[src/rtl/gbx_pkg.sv]
`timescale 1ns/1ps
package gbx_pkg;
  localparam int PAY_BITS       = 64;
  localparam int HDR_BITS       = 2;
  localparam int BLK_PER_PERIOD = 16;

  // input words that make up one payload block
  function automatic int words_per_blk(input int w);
    return PAY_BITS / w;
  endfunction

  // cycles per period in which the user side is held off
  function automatic int pause_words(input int w);
    return (BLK_PER_PERIOD * HDR_BITS) / w;
  endfunction
endpackage

[src/rtl/gbx_seq.sv]
`timescale 1ns/1ps
module gbx_seq
  import gbx_pkg::*;
#(
  parameter int W = 32
) (
  input  logic clk,
  input  logic rst,
  input  logic start,
  output logic ready,
  output logic take,
  output logic first,
  output logic go
);
  localparam int WPB   = words_per_blk(W);
  localparam int PAUSE = pause_words(W);
  localparam int ACC   = BLK_PER_PERIOD * WPB;
  localparam int PER   = ACC + PAUSE;
  localparam int CW    = $clog2(PER);
  localparam int IW    = (WPB > 1) ? $clog2(WPB) : 1;
  localparam logic [CW-1:0] LAST     = CW'(PER - 1);
  localparam logic [CW-1:0] TAKE_LIM = CW'(ACC);
  localparam logic [CW-1:0] RDY_LIM  = CW'(ACC - 1);

  logic [CW-1:0] seq_q;
  logic          run_q;
  logic          en_q;

  // the counter advances from the start cycle onward
  assign go    = en_q & (run_q | start);
  assign take  = go & (seq_q < TAKE_LIM);
  // ready leads the hold-off by one cycle
  assign ready = en_q & (seq_q < RDY_LIM);
  assign first = (seq_q[IW-1:0] == '0);

  always_ff @(posedge clk) begin
    if (rst) begin
      seq_q <= '0;
      run_q <= 1'b0;
      en_q  <= 1'b0;
    end else begin
      en_q <= 1'b1;
      if (go) begin
        run_q <= 1'b1;
        seq_q <= (seq_q == LAST) ? '0 : seq_q + 1'b1;
      end
    end
  end
endmodule

[src/rtl/gbx_pack.sv]
`timescale 1ns/1ps
module gbx_pack
  import gbx_pkg::*;
#(
  parameter int W     = 32,
  parameter int RES_W = 64
) (
  input  logic                clk,
  input  logic                rst,
  input  logic                take,
  input  logic                first,
  input  logic                emit,
  input  logic [HDR_BITS-1:0] hdr,
  input  logic [W-1:0]        data,
  output logic [W-1:0]        word,
  output logic                valid
);
  localparam int NW   = W + HDR_BITS;
  localparam int WW   = RES_W + NW;
  localparam int CNTW = $clog2(RES_W + 1);
  localparam int SW   = CNTW + 1;

  logic [RES_W-1:0] res_q;
  logic [CNTW-1:0]  cnt_q;
  logic [NW-1:0]    nb;
  logic [WW-1:0]    wide;
  logic [SW-1:0]    len;
  logic [SW-1:0]    tot;

  always_comb begin
    // header goes out ahead of the payload
    nb   = first ? {data, hdr} : {{HDR_BITS{1'b0}}, data};
    len  = take ? (first ? SW'(NW) : SW'(W)) : '0;
    wide = {{NW{1'b0}}, res_q};
    if (take) wide = wide | ({{RES_W{1'b0}}, nb} << cnt_q);
    tot  = SW'(cnt_q) + len;
  end

  always_ff @(posedge clk) begin
    if (rst) begin
      res_q <= '0;
      cnt_q <= '0;
      word  <= '0;
      valid <= 1'b0;
    end else begin
      valid <= emit;
      if (emit) begin
        word  <= wide[W-1:0];
        res_q <= wide[W +: RES_W];
        cnt_q <= CNTW'(tot - SW'(W));
      end else begin
        word <= '0;
      end
    end
  end
endmodule

[src/rtl/gbx_tx.sv]
`timescale 1ns/1ps
module gbx_tx
  import gbx_pkg::*;
#(
  parameter int W     = 32,
  parameter int RES_W = 64
) (
  input  logic                clk,
  input  logic                rst,
  input  logic                in_start,
  input  logic [HDR_BITS-1:0] in_header,
  input  logic [W-1:0]        in_data,
  output logic                in_ready,
  output logic [W-1:0]        out_data,
  output logic                out_valid
);
  logic take_w;
  logic first_w;
  logic go_w;

  gbx_seq #(.W(W)) u_seq (
    .clk   (clk),
    .rst   (rst),
    .start (in_start),
    .ready (in_ready),
    .take  (take_w),
    .first (first_w),
    .go    (go_w)
  );

  gbx_pack #(.W(W), .RES_W(RES_W)) u_pack (
    .clk   (clk),
    .rst   (rst),
    .take  (take_w),
    .first (first_w),
    .emit  (go_w),
    .hdr   (in_header),
    .data  (in_data),
    .word  (out_data),
    .valid (out_valid)
  );
endmodule

[config.mk]
export PLATFORM = sky130hd
export DESIGN_NAME = gbx_tx
export DESIGN_NICKNAME = d
export VERILOG_FILES = /design/src/rtl/gbx_pkg.sv /design/src/rtl/gbx_seq.sv /design/src/rtl/gbx_pack.sv /design/src/rtl/gbx_tx.sv
export SDC_FILE = /design/constraint.sdc
export NUM_CORES = 1
export LEC_CHECK = 0
export BUFFER_PORTS_ARGS = -buffer_cell sky130_fd_sc_hd__buf_4
export CORE_MARGIN = 1.5
export CORE_UTILIZATION = 60
export DETAILED_ROUTE_END_ITERATION = 6
export PLACE_DENSITY = 0.76
export SLEW_MARGIN = 5
export SYNTH_ARGS = -nofsm -noshare
export SYNTH_HDL_FRONTEND = slang
export SYNTH_SLANG_ARGS = --single-unit
[constraint.sdc]
create_clock -name clk -period 3 [get_ports clk]
set_input_delay 0.6 -clock clk [delete_from_list [all_inputs] [get_ports clk]]
set_output_delay 0.6 -clock clk [all_outputs]
set_load 0.01 [all_outputs]
==> results of run 1 <==
power groups by stage:
stage | sequential, mW | clock [mW] | combinational, mW
after floorplan | 1.59 | 0 | 0.630
after global placement | 1.61 | 0 | 0.983
after detailed placement | 1.61 | 0 | 0.985
after CTS | 1.57 | 1.35 | 0.992
after global routing | 1.58 | 1.40 | 1.09
final | 1.58 | 1.35 | 1.04
state kept, by name, summed over array words and instances, names as in the netlist:
signal,cells
u_pack.valid,1
u_seq.seq_q,6
u_pack.word,32
u_seq.en_q,1
u_pack.cnt_q,6
u_seq.run_q,1
u_pack.res_q,64
layout make-up:
class | instances | area, sq um | share of cell area [%]
clock buffers | 10 | 250 | 2.63
clock inverters | 6 | 87.6 | 0.919
well taps | 176 | 220 | 2.31
multi-input cells | 791 | 5650 | 59.3
repair buffers | 138 | 1050 | 11.0
flip-flops and latches | 111 | 2230 | 23.4
inverters | 11 | 41.3 | 0.433
cell families after synthesis:
family / count (synthesis) / synth area share (%)
flops: 111 / 26.6
xor+xnor: 7 / 0.733
fa+ha+maj: 6 / 0.898
buf+inv: 99 / 5.97
simple gates: 322 / 17.2
mux: 150 / 23.5
compound gates: 306 / 25.1
metal layers:
layer  routed length, um  share of wire [%]  GRT usage, %  vias to the layer above
met2               13100                 43          61.9                      769
met4                1790                5.8          21.2                        0
li1                    -                  -             -                     3928
met5                   0                  0             0                        -
met3                4370                 14          11.3                      169
met1               11500                 37          56.3                     4184
final timing paths:
| check | startpoint | cells after the start | end | slack [ps] |
|---|---|---|---|---|
| worst max register to register | u_pack.cnt_q[3] | 6 | u_pack.res_q[26] | 280 |
| worst min register to register | u_pack.res_q[29] | 2 | u_pack.word[29] | 460 |
| worst min-delay path | u_pack.res_q[29] | 2 | u_pack.word[29] | 460 |
| worst max-delay path | u_pack.cnt_q[3] | 6 | u_pack.res_q[26] | 280 |
cells in the final DEF, fill, tap and decap left out, types with 4 or more instances in the layout:
master,instances
mux2i_1,84
nand2_1,129
o22ai_1,22
a21oi_1,79
and3_1,7
a32o_1,4
mux2_4,4
nor2_1,91
clkbuf_16,10
a2111oi_0,4
o2bb2ai_1,5
a211oi_1,13
xor2_1,5
o211ai_1,8
a221oi_1,15
a311oi_1,7
nor3_1,24
dfxtp_1,106
a31oi_1,9
nor2b_1,8
ha_1,6
o21ai_0,49
a211o_1,7
a32oi_1,6
buf_4,137
o32ai_1,7
and2_1,8
mux4_1,4
nand2b_1,10
a22o_1,5
nand3_1,15
a221o_1,10
mux4_2,27
inv_1,7
nand4_1,10
a222oi_1,6
mux2_2,30
a22oi_1,23
worst register-to-register path: cells and delay by family (launching register included):
family,cells,cell delay [ps]
AOI/OAI and AO/OA,4,1170
DFF,1,730
muxes,1,590
and+or+nand+nor,1,120
==> metrics.md, run 1 <==
| Metric | Value |
|---|---|
| Outcome | `complete, but fails checks` |
| Failing checks | `design-rule violations` |
| Synth Net Count | `1044` |
| Max-slew violation count | `0` |
| Area after DPL | `9200 sq um` |
| Vias in the first global route | `8273` |
| EDFF count, synth | `0` |
| Dpl cells | `about 1200` |
| Mapped Area | `between 8000 and 9000 sq um` |
| Area contributors post-synth | `dfxtp_1, mux2i_1, mux4_2, nand2_1, a21oi_1` |
| Area growth syn-to-layout | `14.0%` |
| Max IR drop VDD | `~0.00035 V` |
| Ant diodes | `0` |
| Final Util | `71.1%` |
| Leak Pwr | `between 3 and 4 nW` |
| PD cells | `about 420 nW/um^2` |
| Slew HR | `49.0%` |
| Worst setup SP type | `flip-flop` |
| Worst-path fanout max | `37` |
| Drt initial violations | `roughly 1600` |
| I/O pin cnt | `71` |
| WHS | `about 460 ps` |
| Clk slew on worst S/H paths | `70 ps` |
| Core ar. | `~13000 sq um` |
| Die ar. | `between 10000 and 15000 sq um` |
| Largest net degree at the start of global routing | `54` |
| Least-Margin Pin Slew | `roughly 760 ps` |
| Layout cells sized above 1 | `about 22%` |
| Asr flop ratio synth | `0%` |
| Die width | `121 um` |
| CTS tree | `yes` |
| Die Y | `121 um` |
| Antenna violations before repair | `0` |
| Later-pin clock latency in the skew report | `around 360 ps` |
| Setup_tns | `0 ps` |
| Netlist cell types | `73` |
| Hold WC Path Type | `flip-flop to flip-flop` |
| Synth top area share | `between 20% and 30%` |
| Endpoints failing setup | `0` |
| #FFs+latches synth | `around 110` |
| P_sw | `around 1.3 mW` |
| Post-route cell area | `between 9000 and 10000 sq um` |
| WL/cell | `24.8 um` |
| Placer Congestion | `roughly 1` |
| Root buf cell | `clkbuf_16` |
| Starting density of the core | `62.4%` |
| Combinational share of power | `between 20% and 30%` |
| Buffers & Inverters on Critical Path | `0` |
| WP data required | `3230 ps` |
| Grt ovf | `0` |
| Synth area leader | `dfxtp_1` |
| Hold buffer count at cts | `0` |
| Post-DR vias/cell | `roughly 7.3` |
| Fmax | `around 370 MHz` |
| Drt pass-1 iters | `7` |
| WS Path Type | `flip-flop to flip-flop` |
| CP max-delay cell | `dfxtp_4` |
| First-pass GRT wire length | `47200 um` |
| Max Cap Viol | `0` |
| GRT Overall Usage | `between 40% and 50%` |
| Crit-path leading delay family | `compound AO/OA/AOI/OAI gates` |
| DRC viols | `1` |
| Top-count cell post-synth | `nand2_1` |
| Worst setup margin | `about 280 ps` |
| CP endpoint kind | `flip-flop` |
| Seq pwr share | `approximately two fifths` |
| Warnings from Yosys | `0` |
| Tcrit/Tclk final | `around nine tenths` |
| Maximum buffer depth of the clock tree | `2` |
| CTS sink cnt | `about 110` |
| Final WL | `~31000 um` |
| Top FF cell, synth | `dfxtp_1` |
| Layout Nets | `about 1100` |
| Overall power | `around 4.0 mW` |
| CTS Buf Count | `9` |
| # port buffers | `70` |
| Sequential fraction of the synthesis area | `between 20% and 30%` |
| Rows | `42` |
| Final min period | `2720 ps` |
| Finished Layout Cells | `approximately 1200` |
| Clk network pwr share | `34.1%` |
| Final Hold Viols | `0` |
| RSZ-0062 raised after global routing | `no` |
| Syn avg cell area | `8.35 sq um` |
| Most instantiated cells after synthesis | `nand2_1, dfxtp_1, nor2_1, mux2i_1, a21oi_1` |
| Via count | `approximately 9000` |
| Post_cts resized | `0` |
| H-tree levels | `3` |
| Post-CTS Setup Bufs | `0` |
| Post-Synthesis Cells | `about 1000` |
| Fillers | `around 1100` |
| CP max stage delay | `about 730 ps` |
| Ordered list of cells on the worst path | `mux2i_1 -> nor3_1 -> a2111oi_0 -> a211oi_1 -> o21ai_0 -> a21oi_1` |
| Final HPWL DP | `22200 um` |
| Worst slack at placement | `roughly 400 ps` |
| Int Power | `~2.7 mW` |
| Switching part of the total power | `a little under a third` |
| Final Skew | `about 9 ps` |
| Number of routed nets with antenna violations | `0` |
| Worst Path Arrival | `~3000 ps` |
No activity file was read; power rests on OpenSTA's default activity.
==> run 2, diff against run 1 <==
--- a/config.mk
+++ b/config.mk
@@ -10,6 +10,7 @@
 export CORE_UTILIZATION = 60
 export DETAILED_ROUTE_END_ITERATION = 6
 export PLACE_DENSITY = 0.76
+export REMOVE_ABC_BUFFERS = 1
 export SLEW_MARGIN = 5
 export SYNTH_ARGS = -nofsm -noshare
 export SYNTH_HDL_FRONTEND = slang
==> run 2 against run 1 <==
Clock skew fell by 1.1 ps. Cell area fell by 0.18%. The flow now finishes without violations. Count of clock-buffer cells in the layout fell by 1. First-iteration DRC count rose by 14%. Via count barely moved.
==> metrics.md, run 2 (synthesized netlist as in run 1, its figures left out) <==
| Metric | Value |
|---|---|
| Outcome | `complete, no violations` |
| Starting density of the core | `62.4% (unchanged)` |
| Slew HR | `13.5% (-36 points)` |
| Seq. cell area | `2230 sq um (unchanged)` |
| Via count | `9044 (-0.066%)` |
| Post-DR vias/cell | `7.31 (+0.42%)` |
| WL/cell | `24.1 um (-2.7%)` |
| Hold WC Path Type | `flip-flop to flip-flop` |
| I/O pin cnt | `71 (unchanged)` |
| Final min period | `2700 ps (-20.4 ps)` |
| First-pass GRT wire length | `46500 um (-1.5%)` |
| Register with the most flip-flops | `u_pack.res_q` |
| Fillers | `1114 (+0.72%)` |
| Final Skew | `7.85 ps (-1.13 ps)` |
| GRT Overall Usage | `40.7% (-1.2 points)` |
| Maximum buffer depth of the clock tree | `2 (unchanged)` |
| CTS sink cnt | `111 (unchanged)` |
| H-tree levels | `3 (unchanged)` |
| Final Hold Viols | `0 (unchanged)` |
| CTS tree | `yes` |
| RSZ-0062 raised after global routing | `no` |
| Area after DPL | `9190 sq um (about the same)` |
| Hold buffer count at cts | `0 (unchanged)` |
| Area growth syn-to-layout | `13.8%` |
| Least-Margin Pin Slew | `1300 ps (+538 ps)` |
| Max-slew violation count | `0 (unchanged)` |
| Layout cells sized above 1 | `21.4% (-0.44 points)` |
| Final Util | `71.0% (-0.13 points)` |
| Tcrit/Tclk final | `89.9% (-0.68 points)` |
| Largest net degree at the start of global routing | `54 (unchanged)` |
| Fmax | `371 MHz (+0.76%)` |
| Clk slew on worst S/H paths | `70 ps (about the same)` |
| Layout Nets | `1099 (-0.54%)` |
| DRC viols | `0 (-1)` |
| Dpl cells | `1221 (-0.49%)` |
| Number of routed nets with antenna violations | `0 (unchanged)` |
| Vias in the first global route | `8313 (+0.48%)` |
| Drt pass-1 iters | `6 (-1)` |
| WHS | `463 ps (+1.88 ps)` |
| Leak Pwr | `3.46 nW (-0.93%)` |
| Ant diodes | `0 (unchanged)` |
| Worst-path fanout max | `31 (-16%)` |
| Commonest non-fill, non-tap cell in the layout | `nand2_1` |
| Largest register FFs | `64 (unchanged)` |
| Core ar. | `13400 sq um (unchanged)` |
| Post-CTS Setup Bufs | `0 (unchanged)` |
| Antenna violations before repair | `0 (unchanged)` |
| Max Cap Viol | `0 (unchanged)` |
| Overall power | `3.93 mW (-0.95%)` |
| Die width | `121 um (unchanged)` |
| PD cells | `413 nW/um^2 (-0.77%)` |
| CP endpoint kind | `flip-flop` |
| Top Registers | `u_pack.res_q: 64 flops, u_pack.word: 32 flops` |
| Later-pin clock latency in the skew report | `360 ps (about the same)` |
| Placer Congestion | `1.03 (+3.2%)` |
| Final HPWL DP | `21500 um (-3.2%)` |
| Worst Path Arrival | `2970 ps (+20 ps)` |
| Grt ovf | `0 (unchanged)` |
| Post_cts resized | `0 (unchanged)` |
| Final WL | `29800 um (-3.2%)` |
| CTS Buf Count | `9 (unchanged)` |
| WP data required | `3280 ps (+50 ps)` |
| Worst setup SP type | `flip-flop` |
| Finished Layout Cells | `1237 (-0.48%)` |
| Rows | `42 (unchanged)` |
| # port buffers | `70 (unchanged)` |
| Endpoints failing setup | `0 (unchanged)` |
| Most frequent cells in the layout | `nand2_1, buf_4, dfxtp_1, nor2_1, mux2i_1` |
| Die ar. | `14700 sq um (unchanged)` |
| Die Y | `121 um (unchanged)` |
| Max IR drop VDD | `0.000385 V (+10%)` |
| Post-route cell area | `9520 sq um (-0.18%)` |
| Root buf cell | `clkbuf_16` |
| WS Path Type | `flip-flop to flip-flop` |
| Drt initial violations | `1772 (+14%)` |
| Multi-input logic area | `5650 sq um (unchanged)` |
## run 2: cell count changes in the layout (fill, tap and decap cells not counted), sizes merged
| cell | delta |
|---|---|
| buf | -6 |
| clkbuf | -1 |
| clkinv | -1 |
| clkinvlp | +1 |
| inv | +1 |
## run 2: power by group
| group | internal (mW) | total (mW) | leakage (nW) | switching [mW] |
|---|---|---|---|---|
| combinational | 0.390 | 1.02 | 2.40 | 0.635 |
| clock | 0.743 | 1.33 | 0.158 | 0.588 |
| sequential | 1.53 | 1.57 | 0.904 | 0.0452 |
| total | 2.66 | 3.93 | 3.46 | 1.27 |
## run 2: per-layer routing
metal	track usage [%]	wire [um]	vias up
met1	54.0	11300	4195
met5	0	0	-
met3	10.2	3930	157
met2	61.4	12800	777
li1	-	-	3915
met4	20.9	1860	0
## run 2: path summary, 6_finish.rpt
check                    from  depth (start not counted)  slack (ps)                to
min          u_pack.res_q[29]                          2         460   u_pack.word[29]
max reg2reg   u_pack.cnt_q[1]                          5         300  u_pack.res_q[54]
max           u_pack.cnt_q[1]                          5         300  u_pack.res_q[54]
min reg2reg  u_pack.res_q[29]                          2         460   u_pack.word[29]
## run 2: worst max-delay path, cell delays in order, from the launching register on
cell	delay (ps)
dfxtp_4	620
buf_4	260
xnor2_1	90
a221oi_1	1060
a221oi_1	280
a311oi_1	290
## run 2: stage by stage
stage	worst slack [ps]	TNS, ps
after detailed placement	422	0
final	303	0
after CTS	412	0
after global placement	465	0
after floorplan	-1300	-88700
after global routing	269	0
## run 2: layout make-up
type | count | share of cell area, %
tap | 176 | 2.31
timing repair buffer | 132 | 10.9
clock inverter | 7 | 1.08
multi-input combinational | 791 | 59.4
clock buffer | 9 | 2.37
sequential | 111 | 23.5
inverter | 11 | 0.434
